[config.mk]
export PLATFORM = sky130hd
export DESIGN_NAME = mdio_master
export DESIGN_NICKNAME = d
export VERILOG_FILES = /design/src/rtl/mdio_pkg.sv /design/src/rtl/mdio_clkgen.sv /design/src/rtl/mdio_frame.sv /design/src/rtl/mdio_master.sv
export SDC_FILE = /design/constraint.sdc
export NUM_CORES = 1
export LEC_CHECK = 0
export BUFFER_PORTS_ARGS = -buffer_cell sky130_fd_sc_hd__buf_2
export CAP_MARGIN = 20
export CORE_MARGIN = 5
export CORE_UTILIZATION = 55
export CTS_BUF_LIST = sky130_fd_sc_hd__clkbuf_8
export DETAILED_ROUTE_END_ITERATION = 16
export HOLD_SLACK_MARGIN = 0.1
export PLACE_DENSITY = 0.75
export SYNTH_ARGS = -nofsm -noshare
export SYNTH_HDL_FRONTEND = slang
export SYNTH_SLANG_ARGS = --single-unit
[constraint.sdc]
create_clock -name clk -period 5 [get_ports clk]
set_input_delay 0.25 -clock clk [delete_from_list [all_inputs] [get_ports clk]]
set_output_delay 0.25 -clock clk [all_outputs]
set_load 0.03 [all_outputs]
[src/rtl/mdio_pkg.sv]
package mdio_pkg;
  localparam int FRAME_LEN = 64;
  localparam int TA_POS    = 46;
  localparam int DATA_POS  = 48;
  localparam int IDX_W     = $clog2(FRAME_LEN + 1);

  localparam logic [1:0] REG_CTRL  = 2'd0;
  localparam logic [1:0] REG_CMD   = 2'd1;
  localparam logic [1:0] REG_WDATA = 2'd2;
  localparam logic [1:0] REG_RDATA = 2'd3;

  localparam int EN_BIT    = 16;
  localparam int RD_BIT    = 15;
  localparam int INIT_BIT  = 16;
  localparam int READY_BIT = 17;
endpackage

[src/rtl/mdio_clkgen.sv]
module mdio_clkgen #(
  parameter int DIV_W = 6
) (
  input  logic             clk,
  input  logic             rst,
  input  logic             en,
  input  logic [DIV_W-1:0] div,
  output logic             mdc,
  output logic             rise,
  output logic             fall
);
  logic [DIV_W-1:0] cnt;
  logic             tick;

  assign tick = en && (cnt >= div);
  assign rise = tick && !mdc;
  assign fall = tick && mdc;

  always_ff @(posedge clk) begin
    if (rst || !en) begin
      cnt <= '0;
      mdc <= 1'b0;
    end else if (cnt >= div) begin
      cnt <= '0;
      mdc <= ~mdc;
    end else begin
      cnt <= cnt + 1'b1;
    end
  end

  // a disabled generator parks the clock low
  p_mdc_parked_r2: assert property (@(posedge clk) disable iff (rst)
    !en |=> !mdc);
  // the clock moves only on a terminal count
  p_mdc_moves_on_tick_r1: assert property (@(posedge clk) disable iff (rst)
    (en && !rise && !fall) |=> $stable(mdc));
endmodule

[src/rtl/mdio_frame.sv]
module mdio_frame
  import mdio_pkg::*;
(
  input  logic        clk,
  input  logic        rst,
  input  logic        start,
  input  logic        rd_req,
  input  logic [4:0]  phy,
  input  logic [4:0]  regad,
  input  logic [15:0] wdata,
  input  logic        rise,
  input  logic        fall,
  input  logic        mdio_i,
  output logic        busy,
  output logic        mdio_o,
  output logic        mdio_oe,
  output logic        done,
  output logic        is_read,
  output logic [15:0] rx
);
  logic [IDX_W-1:0]     idx;
  logic [FRAME_LEN-1:0] sh;
  logic [FRAME_LEN-1:0] frame;

  assign frame = {32'hFFFF_FFFF, 2'b01,
                  is_read ? 2'b10 : 2'b01, phy, regad,
                  is_read ? 2'b11 : 2'b10,
                  is_read ? 16'hFFFF : wdata};

  always_ff @(posedge clk) begin
    if (rst) begin
      busy    <= 1'b0;
      is_read <= 1'b0;
      idx     <= '0;
      sh      <= '0;
      mdio_o  <= 1'b1;
      mdio_oe <= 1'b0;
      done    <= 1'b0;
      rx      <= '0;
    end else begin
      done <= 1'b0;
      if (start) begin
        busy    <= 1'b1;
        is_read <= rd_req;
        idx     <= '0;
      end
      if (busy && fall) begin
        if (idx == IDX_W'(FRAME_LEN)) begin
          busy    <= 1'b0;
          idx     <= '0;
          mdio_oe <= 1'b0;
          mdio_o  <= 1'b1;
          done    <= 1'b1;
        end else begin
          if (idx == '0) begin
            mdio_o <= frame[FRAME_LEN-1];
            sh     <= {frame[FRAME_LEN-2:0], 1'b0};
          end else begin
            mdio_o <= sh[FRAME_LEN-1];
            sh     <= {sh[FRAME_LEN-2:0], 1'b0};
          end
          mdio_oe <= !(is_read && (idx >= IDX_W'(TA_POS)));
          idx     <= idx + 1'b1;
        end
      end
      if (busy && rise && is_read && (idx > IDX_W'(DATA_POS)))
        rx <= {rx[14:0], mdio_i};
    end
  end

  // the line is never driven outside a frame
  p_idle_released_r4: assert property (@(posedge clk) disable iff (rst)
    !busy |-> !mdio_oe);
  // released from the turnaround on during reads
  p_read_released_r6: assert property (@(posedge clk) disable iff (rst)
    (busy && is_read && idx > IDX_W'(TA_POS)) |-> !mdio_oe);
  // driven value changes only with a falling clock strobe
  p_change_on_fall_r7: assert property (@(posedge clk) disable iff (rst)
    !fall |=> $stable(mdio_o));
endmodule

[src/rtl/mdio_master.sv]
module mdio_master
  import mdio_pkg::*;
#(
  parameter int DIV_W = 6
) (
  input  logic        clk,
  input  logic        rst,
  input  logic [1:0]  bus_addr,
  input  logic        bus_we,
  input  logic [31:0] bus_wdata,
  output logic [31:0] bus_rdata,
  output logic        mdc,
  output logic        mdio_o,
  output logic        mdio_oe,
  input  logic        mdio_i
);
  logic             en;
  logic [DIV_W-1:0] div;
  logic [4:0]       phy, regad;
  logic             rd_sel;
  logic [15:0]      wdata_q, rdata_q, rx;
  logic             rise, fall, busy, done, start, is_read, cmd_wr;
  logic             unused_bits;

  assign unused_bits = ^{bus_wdata[31:18], bus_wdata[14:13], bus_wdata[7:5]};
  assign cmd_wr = bus_we && (bus_addr == REG_CMD) && !busy;
  assign start  = cmd_wr && bus_wdata[INIT_BIT];

  mdio_clkgen #(.DIV_W(DIV_W)) u_clk (
    .clk(clk), .rst(rst), .en(en), .div(div),
    .mdc(mdc), .rise(rise), .fall(fall));

  mdio_frame u_frame (
    .clk(clk), .rst(rst), .start(start), .rd_req(bus_wdata[RD_BIT]),
    .phy(phy), .regad(regad), .wdata(wdata_q), .rise(rise), .fall(fall),
    .mdio_i(mdio_i), .busy(busy), .mdio_o(mdio_o), .mdio_oe(mdio_oe),
    .done(done), .is_read(is_read), .rx(rx));

  always_ff @(posedge clk) begin
    if (rst) begin
      en      <= 1'b0;
      div     <= '0;
      phy     <= '0;
      regad   <= '0;
      rd_sel  <= 1'b0;
      wdata_q <= '0;
      rdata_q <= '0;
    end else begin
      if (bus_we && bus_addr == REG_CTRL) begin
        en  <= bus_wdata[EN_BIT];
        div <= bus_wdata[DIV_W-1:0];
      end
      if (cmd_wr) begin
        phy    <= bus_wdata[4:0];
        regad  <= bus_wdata[12:8];
        rd_sel <= bus_wdata[RD_BIT];
      end
      if (bus_we && bus_addr == REG_WDATA)
        wdata_q <= bus_wdata[15:0];
      if (done && is_read)
        rdata_q <= rx;
    end
  end

  always_ff @(posedge clk) begin
    if (rst) begin
      bus_rdata <= '0;
    end else begin
      bus_rdata <= '0;
      case (bus_addr)
        REG_CTRL: begin
          bus_rdata[EN_BIT]      <= en;
          bus_rdata[DIV_W-1:0]   <= div;
        end
        REG_CMD: begin
          bus_rdata[READY_BIT]   <= !busy;
          bus_rdata[RD_BIT]      <= rd_sel;
          bus_rdata[12:8]        <= regad;
          bus_rdata[4:0]         <= phy;
        end
        REG_WDATA: bus_rdata[15:0] <= wdata_q;
        default:   bus_rdata[15:0] <= rdata_q;
      endcase
    end
  end

  // an accepted initiate drops ready on the next cycle
  p_start_busy_r4: assert property (@(posedge clk) disable iff (rst)
    start |=> busy);
  // command fields hold while a frame is in flight
  p_busy_cmd_ignored_r8: assert property (@(posedge clk) disable iff (rst)
    (busy && bus_we && bus_addr == REG_CMD) |=> ($stable(phy) && $stable(regad)));
  // no frame bit leaves while the clock is disabled
  p_pending_quiet_r9: assert property (@(posedge clk) disable iff (rst)
    (!en && !mdio_oe) |=> !mdio_oe);
endmodule

==> impl_metrics.env, run 1 <==
export IMPL_cap_violations=0
export IMPL_grt_setup_unrepaired="no"
export IMPL_grt_overflow_total=0
export IMPL_syn_area_per_cell_um2=9.08
export IMPL_drc_errors=0
export IMPL_synth_seq_cells=166
export IMPL_place_hpwl_mm=10.0
export IMPL_layout_cells_non_filler=963
export IMPL_place_area_um2=7030
export IMPL_htreeDepth=4
export IMPL_cts_sinks=166
export IMPL_outcome="finished, final reports clean"
export IMPL_dieArea_um2=14800
export IMPL_track_usage_pct=21.7
export IMPL_power_leakage_nw=2.73
export IMPL_clockBufferDepth=2
export IMPL_antennaDiodeCount=0
export IMPL_cts_setup_buffers=0
export IMPL_numCtsBuffers=17
export IMPL_arrival_ns=3.51
export IMPL_hold_violations=0
export IMPL_syn_inst=758
export IMPL_area_growth_pct=10.8
export IMPL_final_net_count=829
export IMPL_grt_pass1_vias=5426
export IMPL_ir_drop_uv=282
export IMPL_die_h_um=122
export IMPL_slowest_delay_ns=0.90
export IMPL_root_buffer="clkbuf_8"
export IMPL_fin_crit_sh_pct=62.5
export IMPL_path_clk_slew_ns=0.09
export IMPL_pwr_share_comb_pct=6.4
export IMPL_cp_num_buf_inv=1
export IMPL_relSlewSlack_pct=24.2
export IMPL_async_flop_share_pct=0
export IMPL_pre_cts_ws_ns=2.02
export IMPL_slew_violations=0
export IMPL_synth_flop_cell="dfxtp_1"
export IMPL_io_pins=73
export IMPL_whs_ns=0.152
export IMPL_antenna_found_initial=0
export IMPL_ys_types=53
export IMPL_start_util_pct=56.8
export IMPL_die_w_um=122
export IMPL_yosys_top_cells_count="dfxtp_1 (166), a21oi_1 (122), nand2_1 (114)"
export IMPL_ys_seq_area_share_pct=48.3
export IMPL_synthTopCellsByArea="dfxtp_1 (48%), a21oi_1 (8.9%), nand2_1 (6.2%)"
export IMPL_drtPass1Iterations=5
export IMPL_finalSetupViolations=0
export IMPL_wl_per_cell_um=16.4
export IMPL_swShare_pct=25.7
export IMPL_yosys_area_top_type="dfxtp_1"
export IMPL_drive_above_1_share_pct=16.9
export IMPL_clock_latency_ns=0.46
export IMPL_max_freq_ghz=0.320
export IMPL_critical_path_max_fanout=17
export IMPL_fp_row_count=40
export IMPL_place_inst=911
export IMPL_design_core_area_um2=12100
export IMPL_p_switching_mw=0.618
export IMPL_yosysWarnings=0
export IMPL_crit_path_end_kind="flop"
export IMPL_grt_pass1_wl_mm=26.1
export IMPL_tns_ns=0
export IMPL_critical_path_slowest_cell="nor3b_2"
export IMPL_fin_area_um2=7620
export IMPL_power_density_nw_per_um2=316
export IMPL_ant_nets=0
export IMPL_intPower_mw=1.79
export IMPL_fin_ws_ns=1.87
export IMPL_yosys_area_top_type_share_pct=48.3
export IMPL_place_gp_congestion=0.841
export IMPL_tightest_slew_ns=1.13
export IMPL_clock_skew_ns=0.0172
export IMPL_seqPwrFrac_pct=55.7
export IMPL_fin_crit_ns=3.13
export IMPL_grt_max_degree=90
export IMPL_yosys_cell_count_top_type="dfxtp_1"
export IMPL_drtIter0Drc=599
export IMPL_cts_resized_gates=0
export IMPL_hold_path_class="input port to flop"
export IMPL_critPathRequiredTime_ns=5.39
export IMPL_wl_mm=15.8
export IMPL_path_class="flop to flop"
export IMPL_synth_edf_count=0
export IMPL_avgViaCountPerCell=5.83
export IMPL_syn_cell_area_um2=6880
export IMPL_path_cells="inv_1, ha_1, nor3b_2, and2_0, o21ai_0, or4_1, o21ai_1"
export IMPL_critical_path_top_delay_family="simple AND/OR/NAND/NOR gates"
export IMPL_vias=5615
export IMPL_cts_tree="built"
export IMPL_crit_path_start_kind="flop"
export IMPL_io_buffers=43
export IMPL_p_clk_share_pct=37.9
==> stage by stage <==
step | total power, mW | util [%]
after floorplan | 1.48 | -
after global placement | 1.51 | 58.1
after detailed placement | 1.51 | 58.1
after CTS | 2.42 | 62.7
after global routing | 2.49 | 62.9
final | 2.41 | 62.9
==> layout make-up <==
type	count	area, µm²
Fill cell	1029	4490
Sequential cell	166	3320
Multi-Input combinational cell	516	3190
Timing Repair Buffer	69	480
Clock buffer	18	248
Tap cell	168	210
Clock inverter	14	126
Inverter	12	45.0
==> tightest hold or removal path: cells and delay by family <==
| family | cells | cell delay [ns] |
|---|---|---|
| compound gates | 1 | 0.05 |
| buf+inv | 1 | 0.17 |
| simple gates | 1 | 0.10 |
==> routing by layer <==
metal  global-route usage (%)  routed length (µm)  up-vias
met5                        0                   0        -
met4                     7.00                 243        0
met3                     5.90                 980       27
met2                     35.0                7660      197
met1                     28.2                6940     2700
li1                         -                   -     2691
==> logic make-up after synthesis <==
family,count (synthesis),synth area share [%]
compound gates,211,20.3
xor+xnor,5,0.637
fa+ha+maj,9,1.64
buf+inv,89,6.18
flops,166,48.3
mux,45,7.58
other cells,1,0.0545
simple gates,232,15.3
==> power by group through the flow <==
stage,logic (mW),clock network [mW],registers [mW]
2_1_floorplan,0.107,0,1.37
3_5_place_dp,0.140,0,1.37
6_report,0.154,0.912,1.34
5_1_grt,0.166,0.983,1.34
4_1_cts,0.152,0.926,1.34
3_3_place_gp,0.137,0,1.37
==> layout by cell type, fill, tap and decap left out, types with 5 or more instances in the layout <==
cell / synthesis / routed
a211oi_1: 6 / 6
nor2_1: 56 / 56
o221a_1: 11 / 11
mux2_2: 7 / 7
inv_1: 11 / 12
nand2_1: 114 / 114
dfxtp_1: 166 / 166
buf_2: 10 / 42
nand3_1: 22 / 22
o221a_2: 23 / 23
mux2i_1: 33 / 33
buf_4: 15 / 7
nor3_1: 5 / 5
conb_1: 1 / 14
dlygate4sd3_1: 0 / 19
and3_1: 5 / 5
o21ai_0: 23 / 23
mux4_2: 5 / 5
a211oi_2: 9 / 9
clkbuf_8: 0 / 18
a21oi_1: 122 / 122
ha_1: 9 / 9
a22oi_1: 7 / 7
and2_1: 6 / 6
==> final timing paths <==
kind              cells after the start      startpoint               to  slack, ns
setup reg to reg                      7  u_frame.idx[0]    u_frame.sh[1]       1.87
setup / recovery                      7  u_frame.idx[0]    u_frame.sh[1]       1.87
hold reg to reg                       2   u_frame.sh[1]    u_frame.sh[1]       0.46
hold / removal                        3   bus_wdata[16]  u_frame.is_read       0.15
==> flip-flops by register name, indices dropped and copies added (netlist names), 5 cells and up <==
| signal | cells |
|---|---|
| u_frame.idx | 7 |
| phy | 5 |
| wdata_q | 16 |
| rdata_q | 16 |
| bus_rdata | 18 |
| u_frame.rx | 16 |
| regad | 5 |
| u_frame.sh | 63 |
| div | 6 |
| u_clk.cnt | 6 |
==> repair_timing <==
item                                   4_1_cts  5_1_grt
endpoints found under the hold margin       38        0
setup endpoints to repair                    0        0
hold buffers                                19        0
Power figures use the tool's default switching activity.
==> run 2, diff against run 1 <==
==> constraint.sdc (replaced) <==
create_clock -name clk -period 3 [get_ports clk]
set_input_delay 0.15 -clock clk [delete_from_list [all_inputs] [get_ports clk]]
set_output_delay 0.15 -clock clk [all_outputs]
set_load 0.03 [all_outputs]
==> run 2 against run 1 <==
Compared with the run above:
- die area did not move
- critical endpoint is now u_frame.rx[7]
- largest cell class unchanged
- hold slack improved by 0.0027 ns
- final cell count rose by 1.0%
- sequential power rose by 67%
- highest routed layer unchanged
==> impl_metrics.env, run 2 (synthesis results as in run 1) <==
export IMPL_outcome="finished, final reports clean"
export IMPL_critPathRequiredTime_ns=3.34
export IMPL_hold_path_class="input port to flop"
export IMPL_drc_errors=0
export IMPL_grt_pass1_wl_mm=27.0
export IMPL_tns_ns=0
export IMPL_cts_resized_gates=0
export IMPL_hold_violations=0
export IMPL_rr_startpoint="u_clk.cnt[0]"
export IMPL_fp_row_count=40
export IMPL_grt_overflow_total=0
export IMPL_wl_per_cell_um=16.8
export IMPL_cts_sinks=166
export IMPL_final_net_count=838
export IMPL_io_pins=73
export IMPL_cts_setup_buffers=0
export IMPL_fillers=1025
export IMPL_area_growth_pct=11.8
export IMPL_startpoint="u_clk.cnt[0]"
export IMPL_clock_skew_ns=0.0128
export IMPL_largest_register_ffs=63
export IMPL_p_total_mw=4.07
export IMPL_vias=5672
export IMPL_finalSetupViolations=0
export IMPL_holdPathStages=2
export IMPL_crit_path_end_kind="flop"
export IMPL_antenna_found_initial=0
export IMPL_drive_above_1_share_pct=17.6
export IMPL_power_leakage_nw=2.78
export IMPL_multiInputGateArea_um2=3190
export IMPL_htreeDepth=4
export IMPL_clockBufferDepth=2
export IMPL_arrival_ns=2.90
export IMPL_numCtsBuffers=17
export IMPL_place_hpwl_mm=10.6
export IMPL_path_clk_slew_ns=0.08
export IMPL_seqCellArea_um2=3320
export IMPL_drtPass1Iterations=6
export IMPL_pre_cts_ws_ns=0.460
export IMPL_reg2reg_depth=9
export IMPL_dieArea_um2=14800
export IMPL_grt_setup_unrepaired="no"
export IMPL_fin_crit_sh_pct=85.5
export IMPL_power_density_nw_per_um2=529
export IMPL_crit_path_start_kind="flop"
export IMPL_final_cell_mix="dfxtp_1 (166), a21oi_1 (122), nand2_1 (114)"
export IMPL_wl_mm=16.4
export IMPL_r2r_end="u_frame.rx[7]"
export IMPL_ant_nets=0
export IMPL_fin_crit_ns=2.57
export IMPL_place_inst=922
export IMPL_place_gp_congestion=0.833
export IMPL_slew_violations=0
export IMPL_fin_ws_ns=0.434
export IMPL_ir_drop_uv=632
export IMPL_grt_pass1_vias=5546
export IMPL_layout_commonest_cell="dfxtp_1"
export IMPL_design_core_area_um2=12100
export IMPL_root_buffer="clkbuf_8"
export IMPL_path_class="flop to flop"
export IMPL_layout_cells_non_filler=973
export IMPL_min_to="bus_rdata[8]"
export IMPL_hold_start="rst"
export IMPL_grt_max_degree=54
export IMPL_drtIter0Drc=526
export IMPL_clock_latency_ns=0.45
export IMPL_relSlewSlack_pct=32.7
export IMPL_io_buffers=43
export IMPL_avgViaCountPerCell=5.83
export IMPL_cts_tree="built"
export IMPL_cap_violations=0
export IMPL_die_h_um=122
export IMPL_track_usage_pct=22.7
export IMPL_critical_path_max_fanout=19
export IMPL_rrSetupSlack_ns=0.43
export IMPL_largest_registers="u_frame.sh (63), bus_rdata (18)"
export IMPL_start_util_pct=56.8
export IMPL_max_freq_ghz=0.390
export IMPL_die_w_um=122
export IMPL_regMostFlops="u_frame.sh"
export IMPL_tightest_slew_ns=1.01
## run 2: changes by cell type in the layout (fill, tap and decap cells not counted)
cell	previous run	this run
diode_2	0	2
buf_12	0	1
bufinv_16	1	2
clkinv_2	3	1
inv_8	1	0
inv_6	3	2
dlygate4sd3_1	19	18
inv_1	12	14
buf_16	1	0
buf_4	7	17
## run 2: cell type report
cell class	instances	area share, %
Tap cell	168	2.73
Clock inverter	13	1.74
Antenna cell	2	0.0651
Inverter	12	0.585
Sequential cell	166	43.2
Multi-Input combinational cell	516	41.5
Clock buffer	18	3.22
Timing Repair Buffer	78	6.99
## run 2: per-layer routing
layer | wire length, µm | track usage, % | up-vias
met5 | 0 | 0 | -
met4 | 362 | 9.52 | 0
met3 | 1010 | 5.76 | 37
met2 | 8130 | 38.3 | 199
met1 | 6880 | 27.6 | 2717
li1 | - | - | 2719
## run 2: worst max-delay path by stage
stage                     endpoint  slack, ns
global route         u_frame.rx[7]       0.27
CTS                  u_frame.rx[7]       0.44
detailed placement   u_frame.rx[7]       0.46
global placement    u_frame.rx[13]       0.50
floorplan           u_frame.sh[43]       0.78
finish               u_frame.rx[7]       0.43
## run 2: report_power, final
part	internal, mW	total, mW	switching [mW]	leakage, nW
clock network	0.753	1.57	0.813	0.195
registers	2.22	2.24	0.0164	1.34
logic	0.0836	0.266	0.182	1.24
## run 2: critical path: stages, from the launching register on
cell      delay (ns)
dfxtp_1         0.38
inv_1           0.06
ha_1            0.26
nand2b_1        0.14
a21oi_1         0.28
o221a_1         0.52
buf_4           0.34
nor3_2          0.08
buf_4           0.23
mux2i_1         0.16
## run 2: what timing repair did
action                     CTS  global route
setup endpoints to repair    0             0
hold buffers                18             0
hold endpoints to repair    37             0
## run 2: stage by stage
stage | cell area [µm²] | hold WS (ns) | util, %
after floorplan | 6930 | 0.286 | -
after global placement | 7130 | 0.393 | 58.8
after detailed placement | 7130 | 0.400 | 58.8
after CTS | 7690 | 0.126 | 63.5
after global routing | 7690 | 0.163 | 63.5
final | 7690 | 0.155 | 63.5
==> run 3, diff against run 2 <==
--- a/config.mk
+++ b/config.mk
@@ -12,7 +12,7 @@
 export CTS_BUF_LIST = sky130_fd_sc_hd__clkbuf_8
 export DETAILED_ROUTE_END_ITERATION = 16
 export HOLD_SLACK_MARGIN = 0.1
-export PLACE_DENSITY = 0.75
+export PLACE_DENSITY = 0.8
 export SYNTH_ARGS = -nofsm -noshare
 export SYNTH_HDL_FRONTEND = slang
 export SYNTH_SLANG_ARGS = --single-unit
==> run 3 against run 2 <==
Compared with the run above:
- sequential power about the same
- hold slack better by 0.074 ns
- highest routed layer unchanged
- critical path depth unchanged
- non-clock buffer count down 2
- final cell count down 0.41%
- first-iteration DRC count up 13%
- cell area down 0.24%
- die area unchanged
- power down 0.24%
- register-to-register slack about the same
- setup slack better by 0.0047 ns
==> impl_metrics.env, run 3 (synthesis results as in run 1) <==
export IMPL_wl_per_cell_um=17.1
export IMPL_fin_crit_ns=2.56
export IMPL_power_leakage_nw=2.77
export IMPL_place_hpwl_mm=10.5
export IMPL_rrSetupSlack_ns=0.44
export IMPL_cts_tree="built"
export IMPL_fin_ws_ns=0.438
export IMPL_min_to="bus_rdata[6]"
export IMPL_drtIter0Drc=597
export IMPL_clock_skew_ns=0.0188
export IMPL_die_w_um=122
export IMPL_ant_nets=0
export IMPL_grt_overflow_total=0
export IMPL_ir_drop_uv=429
export IMPL_design_core_area_um2=12100
export IMPL_critPathRequiredTime_ns=3.33
export IMPL_final_cell_mix="dfxtp_1 (166), a21oi_1 (122), nand2_1 (114)"
export IMPL_antenna_found_initial=0
export IMPL_final_net_count=836
export IMPL_grt_setup_unrepaired="no"
export IMPL_cts_setup_buffers=0
export IMPL_grt_pass1_wl_mm=27.3
export IMPL_vias=5674
export IMPL_regMostFlops="u_frame.sh"
export IMPL_rr_startpoint="u_clk.cnt[0]"
export IMPL_area_growth_pct=11.6
export IMPL_outcome="finished, final reports clean"
export IMPL_fp_row_count=40
export IMPL_numCtsBuffers=17
export IMPL_arrival_ns=2.90
export IMPL_critical_path_top_delay_family="compound AO/OA/AOI/OAI gates"
export IMPL_whs_ns=0.229
export IMPL_seqCellArea_um2=3320
export IMPL_power_density_nw_per_um2=529
export IMPL_drc_errors=0
export IMPL_clock_latency_ns=0.46
export IMPL_clockBufferDepth=2
export IMPL_wl_mm=16.5
export IMPL_hold_path_class="input port to flop"
export IMPL_fin_crit_sh_pct=85.4
export IMPL_drtPass1Iterations=5
export IMPL_crit_path_start_kind="flop"
export IMPL_critical_path_slowest_cell="o221a_1"
export IMPL_path_clk_slew_ns=0.09
export IMPL_hold_violations=0
export IMPL_crit_top_cell="buf_4"
export IMPL_cts_sinks=166
export IMPL_start_util_pct=56.8
export IMPL_drive_above_1_share_pct=17.4
export IMPL_tightest_slew_ns=0.876
export IMPL_grt_max_degree=81
export IMPL_path_class="flop to flop"
export IMPL_critical_path_max_fanout=18
export IMPL_dieArea_um2=14800
export IMPL_root_buffer="clkbuf_8"
export IMPL_fillers=1004
export IMPL_io_buffers=43
export IMPL_largest_register_ffs=63
export IMPL_finalSetupViolations=0
export IMPL_relSlewSlack_pct=41.2
export IMPL_place_gp_congestion=0.840
export IMPL_track_usage_pct=23.0
export IMPL_grt_pass1_vias=5653
export IMPL_io_pins=73
export IMPL_cap_violations=0
export IMPL_slowest_delay_ns=0.54
export IMPL_avgViaCountPerCell=5.86
export IMPL_layout_commonest_cell="dfxtp_1"
export IMPL_cp_num_buf_inv=3
export IMPL_tns_ns=0
export IMPL_path_cells="inv_1, ha_1, nand2b_1, a21oi_1, o221a_1, buf_4, nor3_2, buf_4, mux2i_1"
export IMPL_reg2reg_depth=9
export IMPL_multiInputGateArea_um2=3190
export IMPL_pre_cts_ws_ns=0.468
export IMPL_htreeDepth=4
export IMPL_largest_registers="u_frame.sh (63), bus_rdata (18)"
export IMPL_hold_start="bus_addr[1]"
export IMPL_holdPathStages=3
export IMPL_antennaDiodeCount=0
export IMPL_r2r_end="u_frame.rx[6]"
export IMPL_slew_violations=0
export IMPL_max_freq_ghz=0.390
export IMPL_crit_path_end_kind="flop"
export IMPL_die_h_um=122
run 3: cell count changes in the layout (fill, tap and decap cells not counted), sizes merged:
cell	before	now
inv	16	15
buf	60	57
clkinv	4	6
dlygate4sd3	18	19
diode	2	0
clkinvlp	3	2
run 3: timing repair:
action | in CTS | in global routing
resized for setup | 0 | 0
endpoints found under the hold margin | 47 | 0
setup endpoints to repair | 0 | 0
hold buffers | 19 | 0
run 3: per-stage QoR:
stage | util (%) | power [mW] | instance area, µm² | cells
2_1_floorplan | - | 2.47 | 6930 | 771
3_3_place_gp | 58.7 | 2.52 | 7100 | 919
3_5_place_dp | 58.7 | 2.53 | 7100 | 919
4_1_cts | 63.4 | 4.08 | 7670 | 969
5_1_grt | 63.4 | 4.22 | 7670 | 969
6_report | 63.4 | 4.06 | 7670 | 969
run 3: layout make-up:
| type | count | share of cell area, % |
|---|---|---|
| clock buffers | 18 | 3.23 |
| clock inverters | 13 | 1.73 |
| inverters | 12 | 0.587 |
| multi-input cells | 516 | 41.6 |
| flip-flops and latches | 166 | 43.3 |
| well taps | 168 | 2.74 |
| repair buffers | 76 | 6.85 |
run 3: worst max-delay path by stage:
stage	startpoint	endpoint	slack (ns)	cells after the start
floorplan	u_clk.cnt[0]	u_frame.sh[43]	0.78	10
global placement	u_clk.cnt[0]	u_frame.rx[6]	0.58	9
detailed placement	u_clk.cnt[0]	u_frame.rx[9]	0.47	9
CTS	u_clk.cnt[0]	u_frame.rx[6]	0.45	9
global route	u_clk.cnt[0]	u_frame.rx[6]	0.31	9
finish	u_clk.cnt[0]	u_frame.rx[6]	0.44	9
run 3: where the power goes:
group          switching (mW)  internal [mW]  leakage, nW
clock                   0.805          0.753        0.198
combinational           0.179         0.0834         1.23
sequential             0.0184           2.22         1.34
total                    1.00           3.06         2.77
run 3: metal layers:
layer	track usage [%]	routed length [µm]
met5	0	0
met4	11.6	534
met3	5.48	981
met2	38.6	8160
met1	27.4	6870
run 3: worst register-to-register path, cell delays in order (launching register included):
cell and delay [ns]:
dfxtp_1 0.39, inv_1 0.06, ha_1 0.26, nand2b_1 0.14, a21oi_1 0.27, o221a_1 0.54, buf_4 0.32, nor3_2 0.07
buf_4 0.24, mux2i_1 0.16
